===== src/rtl/resMacPkg.sv =====
package resMacPkg;
  // Strobes issued by the control module to the datapath each cycle.
  typedef struct packed {
    logic load;   // add the current product into the accumulator
    logic clear;  // zero the accumulator
  } ctrlStrobes_t;
endpackage


===== src/rtl/resModAdder.sv =====
module resModAdder #(
  parameter int RES_W   = 5,
  parameter int MODULUS = 31
) (
  input  logic [RES_W-1:0] addA,
  input  logic [RES_W-1:0] addB,
  output logic [RES_W-1:0] sumOut
);
  localparam int SUM_W = RES_W + 1;

  logic [SUM_W-1:0] rawSum;
  logic [SUM_W-1:0] corrected;
  logic             overM;

  // Binary add with one carry bit, then a single subtract-and-select correction.
  assign rawSum    = {1'b0, addA} + {1'b0, addB};
  assign corrected = rawSum - SUM_W'(MODULUS);
  assign overM     = (rawSum >= SUM_W'(MODULUS));
  assign sumOut    = overM ? corrected[RES_W-1:0] : rawSum[RES_W-1:0];

  // with operands in range, the corrected sum stays below the modulus.
  always_comb begin
    if ((int'(addA) < MODULUS) && (int'(addB) < MODULUS)) begin
      p_sum_range_r8: assert (int'(sumOut) < MODULUS);
    end
  end
endmodule


===== src/rtl/resMacCtrl.sv =====
module resMacCtrl
  import resMacPkg::*;
(
  input  logic         clk,
  input  logic         rstN,
  input  logic         clear,
  input  logic         inValid,
  output ctrlStrobes_t strb
);
  // Clear dominates: an input that arrives together with a clear is dropped.
  always_comb begin
    strb.clear = clear;
    strb.load  = inValid & ~clear;
  end

  // clear and load never issued in the same cycle.
  p_strobe_excl_r4: assert property (@(posedge clk) disable iff (!rstN)
    $onehot0({strb.load, strb.clear}));
endmodule


===== src/rtl/resMacDatapath.sv =====
module resMacDatapath
  import resMacPkg::*;
#(
  parameter int RES_W   = 5,
  parameter int MODULUS = 31,
  parameter int COEFF   = 7
) (
  input  logic             clk,
  input  logic             rstN,
  input  ctrlStrobes_t     strb,
  input  logic [RES_W-1:0] inRes,
  output logic [RES_W-1:0] accOut
);
  localparam int TABLE_N = 2 ** RES_W;

  logic [RES_W-1:0] prodTable [TABLE_N];
  logic [RES_W-1:0] product;
  logic [RES_W-1:0] nextAcc;
  logic [RES_W-1:0] accReg;

  // Constant-coefficient product table built at elaboration.
  // Addresses at or above the modulus hold zero.
  for (genvar i = 0; i < TABLE_N; i++) begin : g_tab
    localparam int ENTRY = (i < MODULUS) ? ((i * COEFF) % MODULUS) : 0;
    assign prodTable[i] = RES_W'(ENTRY);
  end

  assign product = prodTable[inRes];

  // Single-cycle modular feedback adder (not pipelined).
  resModAdder #(.RES_W(RES_W), .MODULUS(MODULUS)) u_add (
    .addA  (accReg),
    .addB  (product),
    .sumOut(nextAcc)
  );

  always_ff @(posedge clk or negedge rstN) begin
    if (!rstN)           accReg <= '0;
    else if (strb.clear) accReg <= '0;
    else if (strb.load)  accReg <= nextAcc;
  end

  assign accOut = accReg;

  // running residue always below the modulus.
  p_acc_range_r2: assert property (@(posedge clk) disable iff (!rstN)
    int'(accReg) < MODULUS);

  // a clear strobe yields zero after the edge.
  p_clear_zero_r4: assert property (@(posedge clk) disable iff (!rstN)
    strb.clear |=> (accReg == '0));

  // no strobe, no change.
  p_hold_r5: assert property (@(posedge clk) disable iff (!rstN)
    (!strb.load && !strb.clear) |=> $stable(accReg));

  // a load step adds the table product modulo m.
  p_load_step_r3: assert property (@(posedge clk) disable iff (!rstN)
    strb.load |=> (int'(accReg) ==
      ((int'($past(accReg)) + int'($past(product))) % MODULUS)));
endmodule


===== src/rtl/resMacChannel.sv =====
module resMacChannel
  import resMacPkg::*;
#(
  parameter int RES_W   = 5,
  parameter int MODULUS = 31,
  parameter int COEFF   = 7
) (
  input  logic             clk,
  input  logic             rstN,
  input  logic             clear,
  input  logic             inValid,
  input  logic [RES_W-1:0] inRes,
  output logic [RES_W-1:0] accRes
);
  ctrlStrobes_t strb;

  resMacCtrl u_ctrl (
    .clk    (clk),
    .rstN   (rstN),
    .clear  (clear),
    .inValid(inValid),
    .strb   (strb)
  );

  resMacDatapath #(.RES_W(RES_W), .MODULUS(MODULUS), .COEFF(COEFF)) u_dp (
    .clk   (clk),
    .rstN  (rstN),
    .strb  (strb),
    .inRes (inRes),
    .accOut(accRes)
  );
endmodule


===== config.mk =====
export PLATFORM = sky130hd
export DESIGN_NAME = resMacChannel
export DESIGN_NICKNAME = d
export VERILOG_FILES = /design/src/rtl/resMacPkg.sv /design/src/rtl/resModAdder.sv /design/src/rtl/resMacCtrl.sv /design/src/rtl/resMacDatapath.sv /design/src/rtl/resMacChannel.sv
export SDC_FILE = /design/constraint.sdc
export NUM_CORES = 1
export LEC_CHECK = 0
export ABC_AREA = 0
export BUFFER_PORTS_ARGS = -buffer_cell sky130_fd_sc_hd__buf_2
export CAP_MARGIN = 10
export CORE_MARGIN = 2
export CORE_UTILIZATION = 57
export DETAILED_ROUTE_END_ITERATION = 8
export HOLD_SLACK_MARGIN = 0.12
export PLACE_DENSITY = 0.76
export SETUP_SLACK_MARGIN = 0.3
export SYNTH_ARGS = -nofsm -noshare
export SYNTH_HDL_FRONTEND = slang
export SYNTH_SLANG_ARGS = --single-unit

===== constraint.sdc =====
create_clock -name clk -period 3.43 [get_ports clk]
set_input_delay 0.5145 -clock clk [delete_from_list [all_inputs] [get_ports clk]]
set_output_delay 0.5145 -clock clk [all_outputs]
set_load 0.02 [all_outputs]

; After elaboration in Yosys (flattened, before gate mapping)
; Memories as Yosys holds them, arrays and structs flattened.
; Cells that the tools add are included.
[totals]
ff_bits = 5
rom_bits = 160
in_bits = 9
out_inout_bits = 5
wordCells = 15
n_memories = 1
[mem_list]
columns = name, depth, word_bits, read_ports, rd_clocked_by_memory_dff, wr, line
row1 = (name not given), 32, 5, 1, 0, 0, resMacDatapath.sv:28  ; assign product = prodTable[inRes];
[op_classes]
add_sub_neg = 2
magnitude_cmp = 2
n_mux = 5
n_bitwise = 3
n_reduce_logical = 1
[op_table]
columns = cell, n
row1 = 5-bit 2-to-1 mux, 5
row2 = 5-bit by 5-bit adder with 6-bit output, 1
row3 = "6-bit by 5-bit >= comparator with 1-bit output, second input constant", 1
row4 = "6-bit >= comparator, second input constant", 1
row5 = 5-bit NOT with 6-bit output, 1
row6 = "5-bit subtractor, second input constant", 1
row7 = 2-bit nonzero test, 1
row8 = 1-bit bitwise AND, 1
row9 = 1-bit NOT, 1

; Longest topological paths before layout
[logic_depth]
word_depth = 9
mapped_depth = 16
mapped_depth_nobuf = 16

; By module
; From an unflattened synthesis, not the netlist that was laid out.
[unflattened]
cells_unflattened = 106
hier_area_um2 = 945.9
[by_module_without_submodules]
columns = mod, instances, cells_per_inst, area_each_um2, seq_area_each_um2
row1 = resMacDatapath, 1, 65, 593.1, 125.1
row2 = resModAdder, 1, 39, 331.6, 0.0
row3 = resMacCtrl, 1, 2, 21.3, 0.0

; Worst setup path after synthesis
; OpenSTA, ideal clock, no wires.
[synth_path]
path_type = input to register
start = input inRes[1]
end = register u_dp.accReg[3] (netlist: u_dp.accOut[3])
setup_time_ns = 0.082
t_arrival_ns = 3.505
required_time_ns = 3.348
setup_slack_ns = -0.157
stages = 16
n_path_buf = 0
cell_sequence = inv_1 > ha_1 > nor2b_1 > a21oi_1 > mux4_2 > ha_1 > inv_1 > fa_1 > inv_1 > ha_1 > inv_1 > nor2_2 > and4_4 > a311o_1 > or4_1 > a31oi_1
[synth_between]
elab_chain_cells = 9
word_cells_on_any_way = 10
cone_classes = add/sub: 2 / order compare: 1 / mux: 5 / bitwise: 1 / memory: 1
[synth_rtl]
columns = element, line
row1 = from (decl), resMacChannel.sv:12  ; input logic [RES_W-1:0] inRes,
row2 = 5-bit NOT with 6-bit output (implied by the code) *, resMacDatapath.sv:28
row3 = memory read 32 x 5 bit *, -
row4 = 5-bit 2-to-1 mux (implied by the code) * (2 in series), resMacDatapath.sv:28
row5 = 5-bit by 5-bit adder with 6-bit output *, resModAdder.sv:16  ; assign rawSum = {1'b0, addA} + {1'b0, addB};
row6 = 5-bit subtractor or 6-bit by 5-bit >= comparator with 1-bit output (tied branches), "resModAdder.sv:17, resModAdder.sv:18"
row7 = 5-bit 2-to-1 mux *, resModAdder.sv:19  ; assign sumOut = overM ? corrected[RES_W-1:0] : rawSum[RES_W-1:0];
row8 = 5-bit 2-to-1 mux *, resMacDatapath.sv:40  ; else if (strb.load) accReg <= nextAcc;
row9 = 5-bit 2-to-1 mux *, resMacDatapath.sv:39  ; else if (strb.clear) accReg <= '0;
row10 = to (signal assigned), resMacDatapath.sv:40
row11 = to (decl), resMacDatapath.sv:19  ; logic [RES_W-1:0] accReg;
; Mark *: on every way between the ends. The rest lies on a longest branch, timed or not. The select of a mux whose other input is x is not followed.
; A chain may end at the register's enable or synchronous reset.

; Worst setup path after layout
[layout_path]
start = input inRes[0]
end = register u_dp.accReg[0] (netlist: u_dp.accOut[0])
; Same word-level chain as after synthesis.

==> flow_summary_export.csv <==
group,metric,value,unit
outcome,status,"complete, but fails checks",
outcome,violations,"DRC, setup timing",
routing,num_vias,1215,
placement,dpl_worst_slack,-281,ps
logic_synthesis,post_synth_inst_count,132,
logic_synthesis,netlist.top_cell.by_area,"ha_1",
logic_synthesis,syn_area_per_cell,7.52,sq um
critical_path,reg2reg_setup_slack,760,ps
logic_synthesis,synth.distinct_cells,44,
logic_synthesis,syn_area,992,sq um
clocking,cts_buffers,3,
clocking,cts_root_buf,"clkbuf_4",
finish,largest_register_ffs,5,
sta,period_share,1.01,
logic_synthesis,ys_async_sr_fraction,1.00,
finish,nFillCells,86,
finish,stdcell_count,195,
clocking,htreeDepth,1,
critical_path,cp_slowest_stage_delay,520,ps
finish,regArea,125,sq um
floorplan,core-area,1690,sq um
floorplan,io_pins,14,
clocking,clkSinkCount,5,
grt,antenna_found_initial,0,
grt,grt_pass1_vias,1081,
placement,dp_cells,181,
placement,hpwl,2150,um
hold_path,min_to,"u_dp.accOut[4]$_DFFE_PN0P_",
sta,worst-slew-pin-transition,457,ps
clocking,clk_latency,260,ps
logic_synthesis,synth.area.top_cells,"ha_1, dfrtp_1, a21oi_1",
routing,wl_per_cell,17.1,um
sta,fin_hold_ws,524,ps
sta,fmax,290,MHz
routing,post_drt_via_cell_ratio,6.23,
logic_synthesis,synth_top_area_share,0.177,
logic_synthesis,yosys_warnings,0,
logic_synthesis,synth_edf_count,0,
logic_synthesis,synthFlopType,"dfrtp_1",
routing,drc_errors,2,
routing,drt_first_pass_iters,6,
finish,num-nets-final,203,
floorplan,fp.dieH,45.7,um
finish,n_antenna_cell,0,
sta,grt_setup_unrepaired,"yes",
critical_path,crit_path_end_kind,"flop",
pwr,p_leak,0.698,nW
logic_synthesis,synth-seq-cells,5,
logic_synthesis,synth_nets,156,
finish,final_common_cell,"buf_4",
grt,gr-total-overflow,0,
grt,grt_usage,0.307,
sta,maxSlewViolCount,0,
critical_path,cp-start-kind,"input port",
run,cap_violations,0,
sta,final.setup.worst_slack,-18.4,ps
placement,gp_congestion,0.846,
placement,port_buffers,13,
critical_path,crit_slowest_cell,"fa_2",
sta,relSlewSlack,0.693,
critical_path,reg2reg_to,"u_dp.accOut[0]$_DFFE_PN0P_",
finish,layout_common_cells,"buf_4, nor2_1, nand2_1, buf_2",
grt,grt_max_degree,14,
finish,multiInputGateArea,918,sq um
logic_synthesis,synth-seq-area-share,0.126,
grt,grt_pass1_wl,4590,um
critical_path,reg2reg_from,"u_dp.accOut[0]$_DFFE_PN0P_",
pwr,vdd_drop_max,0.318,mV
critical_path,cp_max_fo,5,
clocking,cts_buffer_depth,2,
clocking,cts_tree,"yes",
hold_path,min_from,"clear",
floorplan,start_util,0.587,
finish,utilization,0.881,
floorplan,dieArea,2090,sq um
sta,clock_skew,3.47,ps
sta,hold_violations,0,
sta,period_needed,3450,ps
critical_path,critPathKind,"input port to flop",
hold_path,hold_path.class,"input port to flop",
critical_path,ff2ff_path_depth,12,
clocking,cts.clk_slew.worst_paths,50,ps
critical_path,worstPathCellList,"buf_6 > clkinvlp_4 > buf_4 > ha_1 > a21oi_1 > mux4_2 > ha_4 > inv_2 > fa_2 > inv_2 > ha_4 > inv_4 > nor2_4 > and4_4 > a311o_1 > buf_4 > o211ai_1 > o311ai_1",
routing,dr.first_iter.drc_count,35,
pwr,power.density,621,nW/um^2
sta,setup_viol,1,
finish,area_delta_synth_final,50.1,%
floorplan,die_width,45.7,um
routing,wl,3330,um
hold_path,min_path_cells,2,
floorplan,rows,15,
critical_path,cp.arrival,3570,ps
critical_path,critPathRequiredTime,3550,ps
finish,layout-drive-gt1-share,0.433,
routing,antenna_left,0,
layout make-up:
| class | count | area share |
|---|---|---|
| Sequential cell | 5 | 0.0840 |
| Timing Repair Buffer | 48 | 0.235 |
| Clock buffer | 4 | 0.0176 |
| Tap cell | 17 | 0.0143 |
| Multi-Input combinational cell | 111 | 0.617 |
| Inverter | 10 | 0.0319 |
how the worst max path moves through the flow:
stage / startpoint / to / slack, ps / depth (start not counted)
6_report: inRes[0] / u_dp.accOut[0]$_DFFE_PN0P_ / -20 / 18
5_1_grt: inRes[0] / u_dp.accOut[0]$_DFFE_PN0P_ / -150 / 18
4_1_cts: inRes[0] / u_dp.accOut[3]$_DFFE_PN0P_ / 50 / 18
3_5_place_dp: inRes[0] / u_dp.accOut[1]$_DFFE_PN0P_ / -280 / 17
3_3_place_gp: inRes[0] / u_dp.accOut[1]$_DFFE_PN0P_ / -180 / 16
2_1_floorplan: inRes[0] / u_dp.accOut[1]$_DFFE_PN0P_ / -20 / 16
synthesized netlist by cell type, drive strengths merged, types with 2 or more instances:
cell and count:
nor2b 2, xnor2 3, ha 14, buf 2
nand3 2, o211ai 3, nand2b 2, nor2 14
nor3b 2, a311o 2, nand2 12, a21oi 11
o21bai 2, dfrtp 5, inv 10, clkbuf 4
and3 3, o21ai 10, nor3 3, mux2i 2
a21o 2, a31oi 3
routing by layer:
layer	global-route usage	share of wire	up-vias
li1	-	-	577
met1	0.305	0.36	561
met2	0.617	0.54	63
met3	0.0397	0.050	14
met4	0.126	0.044	0
met5	0	0	-
where the power goes:
part           total, mW  switching, mW  internal, mW  leakage [nW]
logic              0.743          0.375         0.368         0.618
registers          0.103         0.0242        0.0784        0.0655
clock network     0.0787         0.0341        0.0446        0.0150
total              0.924          0.433         0.491         0.698
stage by stage:
stage	cell area (sq um)	power [mW]	setup TNS, ps
after floorplan	1050	0.472	-16.9
after global placement	1300	0.661	-592
after detailed placement	1300	0.683	-982
after CTS	1420	0.825	0
after global routing	1490	0.968	-357
final	1490	0.924	-18.4
cells by family after synthesis:
| family | count (synthesis) | synth area share |
|---|---|---|
| compound gates | 42 | 0.282 |
| mux | 4 | 0.0542 |
| flops | 5 | 0.126 |
| fa+ha+maj | 15 | 0.197 |
| simple gates | 46 | 0.235 |
| buf+inv | 16 | 0.0630 |
| xor+xnor | 4 | 0.0429 |
what timing repair did:
item / CTS / global route
pin swaps: 8 / 8
gates cloned: 0 / 0
gates resized for setup: 11 / 9
setup buffers: 6 / 3
setup endpoints to repair: 5 / 5
endpoints found under the hold margin: 5 / 0
hold buffers: 1 / 0
worst max-delay path, delay by kind of cell:
kind,cells,cell delay [ps]
adders and majority gates,4,1010
AOI/OAI and AO/OA,4,860
buffers and inverters,7,680
muxes,1,280
and+or+nand+nor,2,220
Note: power is estimated with default switching activity, not from simulation.
